==> config.mk <==
export PLATFORM = sky130hd
export DESIGN_NAME = t1_chan_dp
export DESIGN_NICKNAME = d
export VERILOG_FILES = /design/src/rtl/t1_chan_pkg.sv /design/src/rtl/t1_edge_det.sv /design/src/rtl/t1_tx_path.sv /design/src/rtl/t1_rx_path.sv /design/src/rtl/t1_chan_dp.sv
export SDC_FILE = /design/constraint.sdc
export NUM_CORES = 1
export LEC_CHECK = 0
export ABC_AREA = 0
export BUFFER_PORTS_ARGS = -buffer_cell sky130_fd_sc_hd__buf_2
export CORE_AREA = 2 2 39 41
export CTS_BUF_LIST = sky130_fd_sc_hd__clkbuf_2 sky130_fd_sc_hd__clkbuf_4 sky130_fd_sc_hd__clkbuf_8
export CTS_CLUSTER_DIAMETER = 200
export CTS_CLUSTER_SIZE = 28
export DETAILED_ROUTE_END_ITERATION = 8
export DIE_AREA = 0 0 41 43
export GPL_ROUTABILITY_DRIVEN = 0
export GPL_TIMING_DRIVEN = 0
export PLACE_DENSITY = 0.57
export SETUP_SLACK_MARGIN = 0.2
export SLEW_MARGIN = 20
export SYNTH_ARGS = -nofsm -noshare
export SYNTH_HDL_FRONTEND = slang
export SYNTH_HIERARCHICAL = 1
export SYNTH_SLANG_ARGS = --single-unit
==> constraint.sdc <==
create_clock -name clk -period 1.2 [get_ports clk]
set_input_delay 0.12 -clock clk [delete_from_list [all_inputs] [get_ports clk]]
set_output_delay 0.12 -clock clk [all_outputs]
set_load 0.02 [all_outputs]
==> src/rtl/t1_chan_pkg.sv <==
package t1_chan_pkg;

    typedef struct packed {
        logic pos;
        logic neg;
    } rail_t;

    localparam rail_t RAIL_ZERO = '{pos: 1'b0, neg: 1'b0};

    // A pair with both rails high is not a legal symbol: read it as a zero.
    function automatic rail_t rail_clean(input rail_t r);
        rail_t o;
        o = (r.pos && r.neg) ? RAIL_ZERO : r;
        return o;
    endfunction

    // Alarm fill symbol; pol=0 puts the mark on the positive rail.
    function automatic rail_t fill_symbol(input logic ones, input logic pol);
        rail_t o;
        o = RAIL_ZERO;
        if (ones) begin
            o.pos = ~pol;
            o.neg = pol;
        end
        return o;
    endfunction

endpackage

==> src/rtl/t1_edge_det.sv <==
module t1_edge_det (
    input  logic clk,
    input  logic rst,
    input  logic lvl,
    output logic rise,
    output logic fall
);
    logic lvl_q;

    always_ff @(posedge clk) begin
        if (rst) lvl_q <= 1'b0;
        else     lvl_q <= lvl;
    end

    assign rise = lvl & ~lvl_q;
    assign fall = ~lvl & lvl_q;
endmodule

==> src/rtl/t1_tx_path.sv <==
module t1_tx_path
    import t1_chan_pkg::*;
(
    input  logic  clk,
    input  logic  rst,
    input  logic  tx_fall,
    input  logic  rx_rise,
    input  rail_t sys_bits,
    input  rail_t line_bits,
    input  logic  ais_en,
    input  logic  ais_ones,
    input  logic  rloop,
    output rail_t tx_q
);
    logic mark_pol;

    always_ff @(posedge clk) begin
        if (rst) begin
            tx_q     <= RAIL_ZERO;
            mark_pol <= 1'b0;
        end else if (rloop) begin
            if (rx_rise) tx_q <= rail_clean(line_bits);
        end else if (tx_fall) begin
            if (ais_en) begin
                tx_q <= fill_symbol(ais_ones, mark_pol);
                if (ais_ones) mark_pol <= ~mark_pol;
            end else begin
                tx_q <= rail_clean(sys_bits);
            end
        end
    end
endmodule

==> src/rtl/t1_rx_path.sv <==
module t1_rx_path
    import t1_chan_pkg::*;
(
    input  logic  clk,
    input  logic  rst,
    input  logic  strobe,
    input  rail_t src,
    output rail_t rx_q
);
    always_ff @(posedge clk) begin
        if (rst)         rx_q <= RAIL_ZERO;
        else if (strobe) rx_q <= rail_clean(src);
    end
endmodule

==> src/rtl/t1_chan_dp.sv <==
module t1_chan_dp
    import t1_chan_pkg::*;
(
    input  logic clk,
    input  logic rst,
    input  logic sys_tclk,
    input  logic sys_tpos,
    input  logic sys_tneg,
    output logic line_tclk,
    output logic line_tpos,
    output logic line_tneg,
    input  logic line_rclk,
    input  logic line_rpos,
    input  logic line_rneg,
    output logic sys_rclk,
    output logic sys_rpos,
    output logic sys_rneg,
    input  logic rx_on_fall,
    input  logic lloop,
    input  logic rloop,
    input  logic ais_en,
    input  logic ais_ones
);
    logic  t_rise, t_fall, r_rise, r_fall;
    rail_t sys_bits, line_bits, tx_q, rx_q, rx_src;
    logic  rx_strobe;

    t1_edge_det u_tedge (.clk(clk), .rst(rst), .lvl(sys_tclk),  .rise(t_rise), .fall(t_fall));
    t1_edge_det u_redge (.clk(clk), .rst(rst), .lvl(line_rclk), .rise(r_rise), .fall(r_fall));

    assign sys_bits  = '{pos: sys_tpos,  neg: sys_tneg};
    assign line_bits = '{pos: line_rpos, neg: line_rneg};

    t1_tx_path u_tx (
        .clk(clk), .rst(rst), .tx_fall(t_fall), .rx_rise(r_rise),
        .sys_bits(sys_bits), .line_bits(line_bits),
        .ais_en(ais_en), .ais_ones(ais_ones), .rloop(rloop), .tx_q(tx_q)
    );

    always_comb begin
        if (lloop) begin
            rx_src    = tx_q;
            rx_strobe = rx_on_fall ? t_fall : t_rise;
        end else begin
            rx_src    = line_bits;
            rx_strobe = rx_on_fall ? r_fall : r_rise;
        end
    end

    t1_rx_path u_rx (
        .clk(clk), .rst(rst), .strobe(rx_strobe), .src(rx_src), .rx_q(rx_q)
    );

    assign line_tclk = rloop ? line_rclk : sys_tclk;
    assign line_tpos = tx_q.pos;
    assign line_tneg = tx_q.neg;
    assign sys_rclk  = lloop ? sys_tclk : line_rclk;
    assign sys_rpos  = rx_q.pos;
    assign sys_rneg  = rx_q.neg;
endmodule

## Yosys cells after proc, flatten, opt, wreduce, memory -nomap -nowiden

Cells that the tools add are included.

- Register bits: 7
- Bits of input ports: 13
- Output and inout bits: 6

- Eq/ne operators: 1
- Mux-type cells: 14
- Bitwise logic cells: 10
- Reductions and logical operators: 6

Operators by type and width:

| operator | count |
|---|---|
| two-way mux 2 bit | 9 |
| inverter 1 bit | 6 |
| two-way mux 1 bit | 5 |
| AND 1 bit | 4 |
| AND reduction 4 bit | 1 |
| logical AND 1 bit | 3 |
| inequality test 2 x 1 -> 1 bit, second input constant | 1 |
| AND reduction 2 bit | 1 |
| nonzero test 2 bit | 1 |

## Longest topological paths before layout

Gate-level depths: netlist of run 1.

- Word-level depth: 5
- Mapped depth: 4
- Depth with buffers taken out: 4

## Modules after synthesis

Netlist of run 1, hierarchy kept.

Modules (own cells, without submodules):

| module | instances | cells each | area an instance (µm²) | seq. area each (µm²) |
|---|---|---|---|---|
| t1_tx_path | 1 | 22 | 190.2 | 60.1 |
| t1_edge_det | 2 | 4 | 38.8 | 20.0 |
| t1_rx_path | 1 | 8 | 77.6 | 40.0 |
| t1_chan_dp | 1 | 5 | 67.6 | 0.0 |

## Worst setup path before layout of run 1

No wires, ideal clock.

- Path kind: reg2reg
- Start: reg u_tedge.lvl_q
- End: reg, netlist name u_rx/rx_q[0]
- Data arrival time: 1.166 ns
- Path slack: -0.036 ns
- Cell stages (with the launch flop): 5
- Buffers on the path: 0
- Period minus slack after synthesis: 1.236 ns
- Cells stage by stage: dfxtp_1 -> nor2b_1 -> mux4_2 -> nand2b_1 -> a21oi_1

RTL lines:

| item | RTL line | source |
|---|---|---|
| start: declaration | t1_edge_det.sv:8 | `logic lvl_q;` |
| start signal: assignment | t1_edge_det.sv:12 | `else lvl_q <= lvl;` |
| AND 1 bit | t1_edge_det.sv:16 | `assign fall = ~lvl & lvl_q;` |
| via t_fall | t1_chan_dp.sv:24 | `logic t_rise, t_fall, r_rise, r_fall;` |
| two-way mux 1 bit | t1_chan_dp.sv:43 | `rx_strobe = rx_on_fall ? t_fall : t_rise;` |
| two-way mux 1 bit | t1_chan_dp.sv:41 | `if (lloop) begin` |
| via rx_strobe | t1_chan_dp.sv:26 | `logic rx_strobe;` |

The timed path passes the listed nets, and every way through them passes these cells.
A chain may end at the register's enable or synchronous reset.

## Final worst setup path of run 1

- Start: reg u_tedge.lvl_q
- End: reg, netlist name u_rx/rx_q[1]

RTL lines:

| item | RTL line |
|---|---|
| AND 1 bit | t1_edge_det.sv:16 |
| via t_fall | t1_chan_dp.sv:24 |
| two-way mux 1 bit | t1_chan_dp.sv:43 |
| two-way mux 1 bit | t1_chan_dp.sv:41 |
| via rx_strobe | t1_chan_dp.sv:26 |

The timed path passes the listed nets, and every way through them passes these cells.

==> reports/results.ini, run 1 <==
[worst_setup_path]
worstSetupEndpointType = flip-flop
r2r_cells = 4
worstPathRequired_ps = 1400
crit_path_max_fanout = 4
critical_path_class = reg -> reg
reg2reg_slack_ps = -60
worst_ep_arrival_time_ps = 1460
cp-start-kind = flip-flop
worstReg2RegStart = u_tedge/lvl_q$_SDFF_PP0_
rr_endpoint = u_rx/rx_q[1]$_SDFFE_PP0P_

[synthesis]
synth-warning-count = 6
netlist_area_um2 = 413
synth_top_family_by_area = simple AND/OR/NAND/NOR gates
synth_seq_area_share_pct = 33.9
synth_compound_area_share_pct = 9.09
synth_adder_area_share_pct = 0
synth-xor-area-share_pct = 2.12
syn_inst = 43
synthMuxAreaShare_pct = 16.4
yosys.area_share.simple_pct = 38.5
synth_top_area_cell = dfxtp_1
synth_top_area_share_pct = 33.9
postSynthAreaPerCell_um2 = 9.60
synth.area.top_cells = dfxtp_1, nor2b_1, mux2_2, mux4_2, or4b_1
yosys.cell_types.count = 16
ys_ff_latch = 7
synth_nets = 56

[layout]
fin_cells = 82
drive_above_1_share_pct = 54.5
fin_nets = 80
area_growth_pct = 46.4
antenna_cells = 0
fin_util_pct = 43.7

[drt]
wl_per_cell_um = 11.7
via_per_inst = 4.90
drc = 0
drtAntennaViolNets = 0
vias = 402
drt_iter0_drc = 6
first_pass_iters = 4
postRouteWirelength_um = 963

[timing]
holdWs_ps = 121
timing.final.ws_setup_ps = -60.0
fin_skew_ps = 1.49
relSlewSlack_pct = 86.4
fin_crit_sh_pct = 105
fmax_mhz = 794
finalHoldViolations = 0
rsz0062_at_grt = true
fin_tns_setup_ps = -120
worst_pin_slew_ps = 203
maxSlewViolCount = 0
layout_min_cycle_time_ps = 1260
setup_violations = 2

[min_path]
min_from = rst
min_to = u_rx/rx_q[0]$_SDFFE_PP0P_
hold_depth = 2
min_path_type = in -> reg

[grt]
antenna_found_initial = 0
use_met2_pct = 19.1
grt_pass1_vias = 379
track_usage_pct = 13.9
grtUsageMet1_pct = 15.2
met3_usage_pct = 9.42
grt_pass1_wl_um = 1540
globalRouteOverflowTotal = 0
grt_max_degree = 10
busiest_layer = met2

[floorplanning]
dieArea_um2 = 1760
die_w_um = 41
core_area_um2 = 1380
die_h_um = 43
rows = 14
start_util_pct = 29.8
ios = 19

[placed_design]
dp_cells = 77
post-place-ws_ps = -64.1
numPortBuffers = 18

[cts]
cts_tree = yes
cts_num_sinks = 7
cts_buffers = 3
holdBufCountCts = 0
clk_latency_ps = 260
clock_tree.buffer_depth = 2
cts_root_buffer = clkbuf_4
cts_max_level = 1
clkTransAtPathRegs_ps = 50

[run_status]
violations = negative setup slack
status = complete, but fails checks

[job]
maxCapViolations = 0

[pwr]
p_leak_nw = 0.249
power.density_nw_per_um2 = 1060
ir_worst_vdd_mv = 0.612

-- through the flow --
stage / instance area (um2) / total power, mW
floorplan: 443 / 0.338
global placement: 553 / 0.393
detailed placement: 553 / 0.393
CTS: 604 / 0.656
global route: 604 / 0.680
finish: 604 / 0.641
-- logic make-up after synthesis --
group | count (synthesis)
AOI/OAI and AO/OA | 6
xor gates and xnor gates | 1
DFF | 7
muxes | 5
and+or+nand+nor | 24
-- layer usage --
layer	vias up	part of all wire, %
met5	-	0
met4	0	2.4
met3	4	9.9
met2	16	44
met1	178	44
li1	204	-
-- critical path, stage by stage (launching register included) --
cell and delay (ps):
dfxtp_2 310, nor2b_4 120, mux4_2 510, nand2b_4 160
a21oi_2 90
-- Yosys cell counts --
library cell  n
mux2_2        4
nand4b_1      2
xor2_1        1
mux4_2        1
or4b_1        2
a311oi_1      2
dfxtp_1       7
nand3_1       1
nand3b_1      2
nor2_1        2
a21oi_1       2
nand2b_1      3
nor3b_1       2
o21ai_0       2
nand2_1       1
nor2b_1       9
-- placed cells by master, fill, tap and decap left out --
cell      netlist  final
a21oi_2         0      2
a311oi_1        2      2
buf_2           0     18
buf_4           0      1
clkbuf_4        0      4
dfxtp_1         7      6
dfxtp_2         0      1
mux2_2          4      4
mux4_2          1      1
nand2_1         1      1
nand2b_1        3      1
nand2b_4        0      2
nand3_1         1      1
nand3b_1        2      2
nand4b_1        2      2
nor2_1          2      2
nor2b_1         9      7
nor2b_4         0      2
nor3b_1         2      1
nor3b_2         0      1
o21ai_0         2      1
o21ai_1         0      1
or4b_1          2      2
xor2_1          1      1
-- layout make-up --
class / count / area (um2)
fill: 138 / 779
multi-input combinational: 36 / 315
sequential: 7 / 141
timing repair buffer: 19 / 97.6
clock buffer: 4 / 30.0
tap: 16 / 20.0
-- report_power, final --
group	leakage, nW	internal [mW]	switching (mW)
logic	0.173	0.0732	0.0675
registers	0.0577	0.245	0.00884
clock network	0.0184	0.150	0.0966
-- flip-flops by register name (all words and copies together) (netlist names) --
signal and cells:
u_redge/lvl_q 1, u_rx/rx_q 2, u_tedge/lvl_q 1, u_tx/mark_pol 1, u_tx/tx_q 2
-- repair_timing --
item | 4_1_cts | 5_1_grt
hold endpoints to repair | 0 | 0
gates resized for setup | 5 | 0
setup endpoints to repair | 4 | 5
buffers inserted | 1 | 0
pin swaps | 1 | 0
-- worst max path at each step --
stage / from / to / slack, ps / depth (start not counted)
finish: u_tedge/lvl_q$_SDFF_PP0_ / u_rx/rx_q[1]$_SDFFE_PP0P_ / -60 / 4
global route: u_tedge/lvl_q$_SDFF_PP0_ / u_rx/rx_q[0]$_SDFFE_PP0P_ / -90 / 4
CTS: u_tedge/lvl_q$_SDFF_PP0_ / u_rx/rx_q[0]$_SDFFE_PP0P_ / -70 / 4
detailed placement: u_tedge/lvl_q$_SDFF_PP0_ / u_rx/rx_q[0]$_SDFFE_PP0P_ / -60 / 4
global placement: u_tedge/lvl_q$_SDFF_PP0_ / u_rx/rx_q[0]$_SDFFE_PP0P_ / -50 / 4
floorplan: u_tedge/lvl_q$_SDFF_PP0_ / u_rx/rx_q[0]$_SDFFE_PP0P_ / -10 / 4
(Power assumes the default switching activity.)
==> inputs of run 2 (changes only) <==
--- a/config.mk
+++ b/config.mk
@@ -15,10 +15,10 @@
 export DIE_AREA = 0 0 41 43
 export GPL_ROUTABILITY_DRIVEN = 0
 export GPL_TIMING_DRIVEN = 0
-export PLACE_DENSITY = 0.57
+export MAX_ROUTING_LAYER = met4
+export PLACE_DENSITY = 0.59
 export SETUP_SLACK_MARGIN = 0.2
 export SLEW_MARGIN = 20
 export SYNTH_ARGS = -nofsm -noshare
 export SYNTH_HDL_FRONTEND = slang
-export SYNTH_HIERARCHICAL = 1
 export SYNTH_SLANG_ARGS = --single-unit
==> reports/results.ini, run 2 <==
[run_status]
status = complete, but fails checks
violations = negative setup slack

[timing]
maxSlewViolCount = 0
relSlewSlack_pct = 70.6
holdWs_ps = 99.6
fmax_mhz = 730
layout_min_cycle_time_ps = 1370
timing.final.ws_setup_ps = -169
setup_violations = 2
worst_pin_slew_ps = 441
fin_crit_sh_pct = 114
fin_skew_ps = 1.28
fin_tns_setup_ps = -283
finalHoldViolations = 0
rsz0062_at_grt = true

[floorplanning]
dieArea_um2 = 1760
ios = 19
die_w_um = 41
start_util_pct = 31.8
rows = 14
die_h_um = 43
core_area_um2 = 1380

[layout]
fin_cells = 86
fillers = 157
finalInstanceArea_um2 = 621
seq_area_um2 = 143
most-common-layout-cells = buf_2, dfxtp_1, inv_1, clkbuf_4
fin_util_pct = 44.8
reg_top3 = u_rx.rx_q (2), u_tx.tx_q (2)
drive_above_1_share_pct = 48.6
multiInputGateArea_um2 = 299
fin_nets = 84
antenna_cells = 0
final_common_cell = buf_2
area_growth_pct = 40.9

[pwr]
ir_worst_vdd_mv = 0.676
p_leak_nw = 0.282
intPower_mw = 0.471
swShare_pct = 26.2
combPwrFrac_pct = 23.2
finalPower_mw = 0.637
p_switching_mw = 0.167
seqPwrFrac_pct = 39.9
power.density_nw_per_um2 = 1030
p_clk_share_pct = 36.8

[synthesis]
synth-warning-count = 0
synth.area.top_cells = dfxtp_1, mux2_2, mux2i_1, nor4bb_1, nor4b_1
yosys.area_share.simple_pct = 34.4
synth_compound_area_share_pct = 13.9
synth_edf_count = 0
synth_most_common_cell = dfxtp_1
synth_adder_area_share_pct = 0
async_flop_share_pct = 0
synth_seq_area_share_pct = 31.8
synth_nets = 61
synthMuxAreaShare_pct = 13.1
syn_inst = 48
ys_top_cells_by_count = dfxtp_1, inv_1
synth_top_area_share_pct = 31.8
synth_top_area_cell = dfxtp_1
ys_ff_latch = 7
synth_top_family_by_area = simple AND/OR/NAND/NOR gates
netlist_area_um2 = 440
ys.flop_type = dfxtp_1
yosys.cell_types.count = 30
synth-xor-area-share_pct = 0
postSynthAreaPerCell_um2 = 9.18

[grt]
track_usage_pct = 14.3
grt_max_degree = 11
met3_usage_pct = 7.85
grtUsageMet1_pct = 15.3
antenna_found_initial = 0
grt_pass1_vias = 409
grt_pass1_wl_um = 1650
busiest_layer = met2
use_met2_pct = 21.9
globalRouteOverflowTotal = 0

[drt]
drc = 0
drt_iter0_drc = 0
wl_per_cell_um = 11.5
first_pass_iters = 1
postRouteWirelength_um = 991
vias = 453
drtAntennaViolNets = 0
via_per_inst = 5.27

[placed_design]
post-place-ws_ps = -186
dp_hpwl_um = 770
numPortBuffers = 16
placed_area_um2 = 543
dp_cells = 80

[job]
maxCapViolations = 0

[worst_setup_path]
critical_path_class = reg -> reg
worstPathRequired_ps = 1340
crit_path_max_fanout = 3
worstSetupEndpointType = flip-flop
worst_ep_arrival_time_ps = 1510
cp-start-kind = flip-flop

[cts]
cts_buffers = 3
cts_num_sinks = 7
cts_tree = yes
holdBufCountCts = 0
clkTransAtPathRegs_ps = 50
cts_max_level = 1
clock_tree.buffer_depth = 2
clk_latency_ps = 250
cts_root_buffer = clkbuf_4

[min_path]
min_path_type = in -> reg

run 2: cell count changes after synthesis, sizes merged, moves of 2 or more:
| cell | previous run | this run |
|---|---|---|
| or4b | 2 | 0 |
| nor2b | 9 | 2 |
| a31oi | 0 | 2 |
| nor4b | 0 | 2 |
| nor4bb | 0 | 2 |
| a311oi | 2 | 0 |
| nand2b | 3 | 1 |
| inv | 0 | 4 |
| mux2i | 0 | 2 |
run 2: cell families after synthesis:
family,after synthesis
buffers and inverters,6
AOI/OAI and AO/OA,9
and+or+nand+nor,21
DFF,7
muxes,5
run 2: layout make-up:
type | count | share of cell area (%)
inverters | 4 | 2.42
repair buffers | 18 | 15.9
flip-flops and latches | 7 | 23.0
multi-input cells | 35 | 48.2
well taps | 16 | 3.23
plain buffers | 2 | 2.42
clock buffers | 4 | 4.84
run 2: power groups by stage:
stage | Combinational [mW] | Clock [mW] | Sequential (mW)
floorplan | 0.0743 | 0 | 0.266
global placement | 0.130 | 0 | 0.257
detailed placement | 0.132 | 0 | 0.258
CTS | 0.144 | 0.243 | 0.254
global route | 0.161 | 0.261 | 0.257
finish | 0.148 | 0.235 | 0.255
run 2: worst max-delay path, cell delays in order, from the launching register on:
cell,delay (ps)
dfxtp_2,310
nor4bb_1,120
or4_4,520
mux2_4,310
run 2: what timing repair did:
action / in CTS / in global routing
endpoints found under the setup margin: 4 / 5
hold endpoints to repair: 0 / 0
gates resized for setup: 4 / 4
buffers inserted: 2 / 0
pin swaps: 0 / 2
run 2: layer usage:
metal  share of wire (%)  vias up  routed length [um]
met4                   0        0                   0
met1                  39      213                 389
met2                  54       12                 531
met3                 7.1        0                  70
li1                    -      228                   -
met5                   0        -                   0
run 2: path summary, 6_finish.rpt:
| path | start | end | slack [ps] | cells past startpoint |
|---|---|---|---|---|
| setup / recovery | u_redge.lvl_q$_SDFF_PP0_ | u_rx.rx_q[0]$_SDFFE_PP0P_ | -170 | 3 |
| hold / removal | rst | u_tedge.lvl_q$_SDFF_PP0_ | 100 | 2 |
| setup reg to reg | u_redge.lvl_q$_SDFF_PP0_ | u_rx.rx_q[0]$_SDFFE_PP0P_ | -170 | 3 |
| hold reg to reg | u_rx.rx_q[1]$_SDFFE_PP0P_ | u_rx.rx_q[1]$_SDFFE_PP0P_ | 460 | 2 |
==> inputs of run 3 (changes only) <==
--- a/config.mk
+++ b/config.mk
@@ -7,17 +7,18 @@
 export LEC_CHECK = 0
 export ABC_AREA = 0
 export BUFFER_PORTS_ARGS = -buffer_cell sky130_fd_sc_hd__buf_2
-export CORE_AREA = 2 2 39 41
+export CELL_PAD_IN_SITES_DETAIL_PLACEMENT = 1
+export CELL_PAD_IN_SITES_GLOBAL_PLACEMENT = 2
+export CORE_MARGIN = 2
+export CORE_UTILIZATION = 24
 export CTS_BUF_LIST = sky130_fd_sc_hd__clkbuf_2 sky130_fd_sc_hd__clkbuf_4 sky130_fd_sc_hd__clkbuf_8
 export CTS_CLUSTER_DIAMETER = 200
 export CTS_CLUSTER_SIZE = 28
 export DETAILED_ROUTE_END_ITERATION = 8
-export DIE_AREA = 0 0 41 43
 export GPL_ROUTABILITY_DRIVEN = 0
 export GPL_TIMING_DRIVEN = 0
 export MAX_ROUTING_LAYER = met4
-export PLACE_DENSITY = 0.59
-export SETUP_SLACK_MARGIN = 0.2
+export PLACE_DENSITY = 0.73
 export SLEW_MARGIN = 20
 export SYNTH_ARGS = -nofsm -noshare
 export SYNTH_HDL_FRONTEND = slang
==> reports/results.ini, run 3 (synthesis results as in run 2) <==
[run_status]
status = complete, but fails checks
violations = negative setup slack

[pwr]
power.density_nw_per_um2 = 1050
ir_worst_vdd_mv = 0.583
p_leak_nw = 0.274

[layout]
fin_cells = 95
area_growth_pct = 37.8
final_common_cell = buf_2
most-common-layout-cells = buf_2, dfxtp_1, inv_1, clkbuf_4
antenna_cells = 0
fin_util_pct = 35.1
reg_top3 = u_rx.rx_q (2), u_tx.tx_q (2)
fin_nets = 84
drive_above_1_share_pct = 45.7

[worst_setup_path]
crit_path_max_fanout = 3
worst_ep_arrival_time_ps = 1510
r2r_cells = 3
worstPathRequired_ps = 1340
path_cells = nor4bb_1 -> or4_4 -> mux2_4
cp-start-kind = flip-flop
worstSetupEndpointType = flip-flop
worst_path_max_delay_cell = or4_4
reg2reg_slack_ps = -170
cp_num_buf_inv = 0
critical_path_class = reg -> reg
crit_cells = 3
cpPeakStageDelay_ps = 520
crit_family = simple AND/OR/NAND/NOR gates

[drt]
wl_per_cell_um = 11.3
drt_iter0_drc = 6
postRouteWirelength_um = 1080
drc = 0
first_pass_iters = 4
vias = 438
via_per_inst = 4.61
drtAntennaViolNets = 0

[cts]
holdBufCountCts = 0
cts_tree = yes
clock_tree.buffer_depth = 2
cts_root_buffer = clkbuf_4
cts_num_sinks = 7
cts_max_level = 1
clk_latency_ps = 260
clkTransAtPathRegs_ps = 50
cts_buffers = 3

[grt]
track_usage_pct = 11.9
globalRouteOverflowTotal = 0
grt_max_degree = 11
grt_pass1_wl_um = 1720
antenna_found_initial = 0
grt_pass1_vias = 398

[timing]
timing.final.ws_setup_ps = -173
fin_tns_setup_ps = -299
layout_min_cycle_time_ps = 1370
maxSlewViolCount = 0
fin_crit_sh_pct = 114
worst_pin_slew_ps = 381
rsz0062_at_grt = true
setup_violations = 2
fmax_mhz = 729
fin_skew_ps = 5.31
relSlewSlack_pct = 74.6
holdWs_ps = 89.1
finalHoldViolations = 0

[min_path]
min_path_type = in -> reg
hold_depth = 2

[floorplanning]
core_area_um2 = 1730
die_h_um = 46.8
die_w_um = 46.8
start_util_pct = 25.5
dieArea_um2 = 2190
rows = 15
ios = 19

[placed_design]
dp_hpwl_um = 867
numPortBuffers = 16
post-place-ws_ps = -212
dp_cells = 89

[job]
maxCapViolations = 0

==> run 3: final timing paths <==
check                            startpoint                        end
setup reg to reg   u_redge.lvl_q$_SDFF_PP0_  u_rx.rx_q[0]$_SDFFE_PP0P_
setup / recovery   u_redge.lvl_q$_SDFF_PP0_  u_rx.rx_q[0]$_SDFFE_PP0P_
hold reg to reg   u_rx.rx_q[1]$_SDFFE_PP0P_  u_rx.rx_q[1]$_SDFFE_PP0P_
hold / removal                          rst   u_tedge.lvl_q$_SDFF_PP0_
==> run 3: per-layer routing <==
metal / vias up / global-route usage, % / share of wire, %
li1: 226 / - / -
met1: 200 / 15.0 / 46
met2: 10 / 15.9 / 47
met3: 2 / 5.77 / 6.5
met4: 0 / 5.00 / 0.93
met5: - / - / 0
==> run 3: through the flow <==
| step | power (mW) | cell area (um2) |
|---|---|---|
| 3_5_place_dp | 0.390 | 552 |
| 5_1_grt | 0.675 | 607 |
| 4_1_cts | 0.639 | 606 |
| 6_report | 0.634 | 607 |
| 2_1_floorplan | 0.339 | 440 |
| 3_3_place_gp | 0.389 | 552 |
==> run 3: final cells by class <==
class,count,area (um2)
well taps,25,31.3
clock buffers,4,30.0
fillers,227,1120
plain buffers,2,15.0
repair buffers,18,95.1
flip-flops and latches,7,143
multi-input cells,35,278
inverters,4,15.0
==> run 3: repair_timing <==
item | CTS | global route
setup endpoints to repair | 3 | 2
setup buffers | 2 | 0
cloned | 0 | 0
resized for setup | 3 | 1
==> run 3: report_power, final <==
group	internal [mW]	switching, mW
combinational	0.0699	0.0700
clock	0.150	0.0910
sequential	0.246	0.00806
total	0.465	0.169
